$ cat config.mk
export PLATFORM = sky130hd
export DESIGN_NAME = mod16_cascade_counter
export DESIGN_NICKNAME = d
export VERILOG_FILES = /design/src/rtl/mod16_cascade_counter.sv
export SDC_FILE = /design/constraint.sdc
export NUM_CORES = 1
export LEC_CHECK = 0
export ABC_AREA = 1
export BUFFER_PORTS_ARGS = -buffer_cell sky130_fd_sc_hd__buf_4
export CAP_MARGIN = 20
export CORE_AREA = 2 2 39 41
export CTS_BUF_LIST = sky130_fd_sc_hd__clkbuf_2 sky130_fd_sc_hd__clkbuf_4 sky130_fd_sc_hd__clkbuf_8
export CTS_CLUSTER_DIAMETER = 50
export DETAILED_ROUTE_END_ITERATION = 10
export DIE_AREA = 0 0 41 43
export PLACE_DENSITY = 0.44
export SLEW_MARGIN = 30
export SYNTH_ARGS = -nofsm -noshare
export SYNTH_HDL_FRONTEND = slang
export SYNTH_SLANG_ARGS = --single-unit
$ cat constraint.sdc
create_clock -name clk -period 2.2 [get_ports clk]
set_input_delay 0.44 -clock clk [delete_from_list [all_inputs] [get_ports clk]]
set_output_delay 0.44 -clock clk [all_outputs]
set_load 0.03 [all_outputs]
$ cat src/rtl/mod16_cascade_counter.sv
`timescale 1ns/1ps
module mod16_cascade_counter #(
  parameter bit ASYNC_CLEAR = 1'b1,
  parameter int W = 4
) (
  input  logic         clk,
  input  logic         clr_n,
  input  logic         load_n,
  input  logic         en_par,
  input  logic         en_trk,
  input  logic [W-1:0] din,
  output logic [W-1:0] count,
  output logic         tc
);
  localparam logic [W-1:0] TOP = '1;
  localparam logic [W-1:0] ONE = {{(W-1){1'b0}}, 1'b1};

  logic [W-1:0] nxt;

  always_comb begin
    if (!load_n)               nxt = din;
    else if (en_par && en_trk) nxt = count + ONE;
    else                       nxt = count;
  end

  generate
    if (ASYNC_CLEAR) begin : g_async
      always_ff @(posedge clk or negedge clr_n)
        if (!clr_n) count <= '0;
        else        count <= nxt;
    end else begin : g_sync
      always_ff @(posedge clk)
        count <= clr_n ? nxt : '0;
    end
  endgenerate

  assign tc = en_trk && (count == TOP);

  p_load_r4: assert property (@(posedge clk) disable iff (!clr_n)
    !load_n |=> count == $past(din));

  p_step_r5: assert property (@(posedge clk) disable iff (!clr_n)
    (load_n && en_par && en_trk) |=> count == $past(count) + ONE);

  p_hold_r6: assert property (@(posedge clk) disable iff (!clr_n)
    (load_n && !(en_par && en_trk)) |=> $stable(count));

  p_wrap_r1: assert property (@(posedge clk) disable iff (!clr_n)
    (load_n && en_par && tc) |=> count == '0);
endmodule

Word-level counts from Yosys, hierarchy flattened --
Index checks and enable logic that the tools add are counted. Widths: inputs -> output; s select.
Operators by class: multiplexer cells 2, shifts and indexed selects 0, reduce and logical (&&, ||, !) cells 2, magnitude comparators 0, equal/unequal tests 2, multipliers 0, add/sub/neg operators 1, bitwise operators 0, divide/modulo/power cells 0
Operators by type and width (number):
- $mux 4 | 2
- $add 4x1->4 const B | 1
- $eq 4x4->1 const B | 1
- $logic_and 1x1->1 | 2
- $ne 2x1->1 const B | 1
Word-level totals: latch bits 0, register bits after elaboration 4, output and inout bits 5, memories kept 0, logic and storage cells 8, memory bits (writable) 0, memory bits (read-only) 0

Depth between registers and ports, before layout --
depth in word-level cells 3, depth in mapped cells 6, gate-level depth less buffers 6

Worst setup path before layout --
No wires, ideal clock.
kind register -> output, start register count[0], end output port tc, data arrival time 1283 ps, stages on the path, launching flop included 4, setup slack 477 ps, buffers on the path 0, cells stage by stage dfrtp_1 -> ha_1 -> nand2_1 -> nor2_1
Between the ends: word-level cells in the longest chain between the ends 2
RTL lines:
- from (decl) | line 12 | output logic [W-1:0] count,
- from (signal assigned) | line 30 | else count <= nxt;
- $eq 4x4->1 | line 37 | assign tc = en_trk && (count == TOP);
- $logic_and 1x1->1 | line 37
- to (decl) | line 13 | output logic tc
No other way between the ends.

Worst setup path after layout --
Ends and elaborated chain as after synthesis.

==> qor.yml <==
synth.top_cell.area_share: 0.377
clock_sinks: 4
cp_slowest_stage_delay_ns: 0.42
synth_adder_area_share: 0.0472
crit_slowest_cell: "dfrtp_1"
dieHeight_um: 43
synth-edff-count: 0
yosys_warnings: 0
area_growth_syn_to_layout_pct: 56.6
r2r_cells: 3
met1_usage: 0.105
r2r_start: "count[0]"
ys_seq_area_frac: 0.377
ys_async_sr_fraction: 1.00
top_regs: "count x4"
cp-start-kind: "flop"
power_density_mw_per_mm2: 673
postLayoutCellArea_um2: 415
overflow: 0
peakVddDrop_mv: 0.257
relSlewSlack: 0.879
synth_area_leaders: "dfrtp_1 38%, nand2_1 23%, nand3_1 7.5%, ha_1 4.7%, inv_1 4.2%"
layout-drive-gt1-share: 0.357
finalCritPeriodShare: 0.738
synth-compound-area-share: 0.0472
hpwl_um: 509
r2r-end: "count[1]"
synth_xor_area_frac: 0
synth_top_family_by_area: "simple AND/OR/NAND/NOR gates"
cts_tree: "yes"
die_area_mm2: 0.00176
required_ns: 1.76
worst_pin_slew_ns: 0.181
antenna_cells: 0
yosys-top-cells-count: "16 x nand2_1, 4 x dfrtp_1, 4 x nand3_1"
yosysMostFrequentCell: "nand2_1"
synth_mux_area_frac: 0
wirelength_um: 653
hp-start: "din[2]"
finalSetupTns_ns: 0
min_path_type: "primary input to flop"
power_leakage_uw: 0.000228
syn-mean-instance-area_um2: 6.80
drv_cap: 0
synth.cell_area_um2: 265
holdPathEnd: "count[2]"
wl_per_cell_um: 9.07
gp_congestion: 0.707
setup_viol: 0
core_mm2: 0.00138
top_register: "count"
critPathKind: "flop to output pin"
fin_nets: 68
die_x_um: 41
reg2reg_setup_slack_ns: 1.09
status: "finished clean"
largest_reg_flops: 4
fin_skew_ns: 0.00423
cts_buffers: 3
worst-path-buf-inv: 1
layout_min_cycle_time_ns: 1.62
clk_path_buf_depth: 2
cp_top_family: "flip-flops"
synth_fp_nets: 49
whs_ns: 0.428
post_cts_buffers: 0
clk_pin_slew_ns: 0.04
yosysTopAreaCell: "dfrtp_1"
port_buffers: 13
dr_total_vias: 304
ios: 14
crit_fanout: 6
drt_iter0_drc: 6
rsz0062_at_grt: "no"
cp.arrival_ns: 1.18
fp-row-count: 14
grtUsageMet3: 0.0314
synth_cell_type_count: 13
drc: 0
grtUsageMet2: 0.128
synth_seq_cells: 4
ant_nets: 0
grt_first_pass_wirelength_mm: 1.01
drt_pass1_iterations: 4
path_cells: "ha_1, nand2_1, nor2_1, buf_4"
clk_latency_ns: 0.24
critPathCaptureType: "output pin"
path_depth: 4
busiest_layer: "met2"
grt_usage: 0.0858
synthCells: 39
htree_levels: 1
drv_slew: 0
synth-simple-area-share: 0.458
grt_pass1_vias: 268
timing.fmax_ghz: 0.616
antenna_found_initial: 0
place_area_um2: 383
worstHoldPathCells: 3
start_util: 0.192
cts-root-buf: "clkbuf_4"
hold_violations: 0
synth_flop_cell: "dfrtp_1"
viasPerCell: 4.22
grt_max_degree: 7
final cells by class:
cell class / count / area, µm²
multi-input cells: 30 / 146
fillers: 154 / 968
inverters: 5 / 18.8
repair buffers: 14 / 108
clock buffers: 3 / 22.5
flip-flops and latches: 4 / 100
well taps: 16 / 20.0
worst max path at each step:
stage                     slack [ns]      from  end
after floorplan                 0.48  count[0]   tc
after global placement          0.84  count[0]   tc
after detailed placement        0.82  count[0]   tc
after CTS                       0.57  count[0]   tc
after global routing            0.50  count[0]   tc
final                           0.58  count[0]   tc
placed cells by master (no fill, tap or decap), drive strengths merged:
cell,count
nand2,17
buf,13
inv,5
nand3,4
dfrtp,4
nor2,4
clkbuf,3
nand4,1
o21ai,1
or2,1
o211ai,1
ha,1
dlygate4sd3,1
power breakdown:
part	leakage (µW)	internal [µW]	switching (µW)
Sequential	0.0000484	84.1	14.8
Clock	0.0000138	61.0	29.9
Combinational	0.000166	38.8	50.8
kinds of logic after synthesis:
logic type                 Yosys count
buffers and inverters                5
AOI/OAI and AO/OA                    2
DFF                                  4
and+or+nand+nor                     27
adders and majority gates            1
metal layers:
layer  part of all wire  routed length, µm  vias to the layer above
met4              0.025                 16                        0
met1               0.46                299                      129
li1                   -                  -                      160
met2               0.46                298                       13
met5                  0                  0                        -
met3              0.061                 40                        2
metrics by stage:
step	setup WS, ns	utilization	total power, µW	std cells
after floorplan	0.477	-	149	39
after global placement	0.835	0.277	190	68
after detailed placement	0.824	0.277	188	68
after CTS	0.570	0.300	282	72
after global routing	0.502	0.300	299	72
final	0.576	0.300	280	72
worst min-delay path, cell delays in order:
cell	delay, ns
buf_4	0.08
nand2_1	0.04
nand3_1	0.07
what timing repair did:
| action | CTS | global route |
|---|---|---|
| hold endpoints to repair | 4 | 0 |
| gates resized for setup | 0 | 0 |
| hold buffers | 1 | 0 |
| setup endpoints to repair | 0 | 0 |
Note: power is estimated with default switching activity, not from simulation.
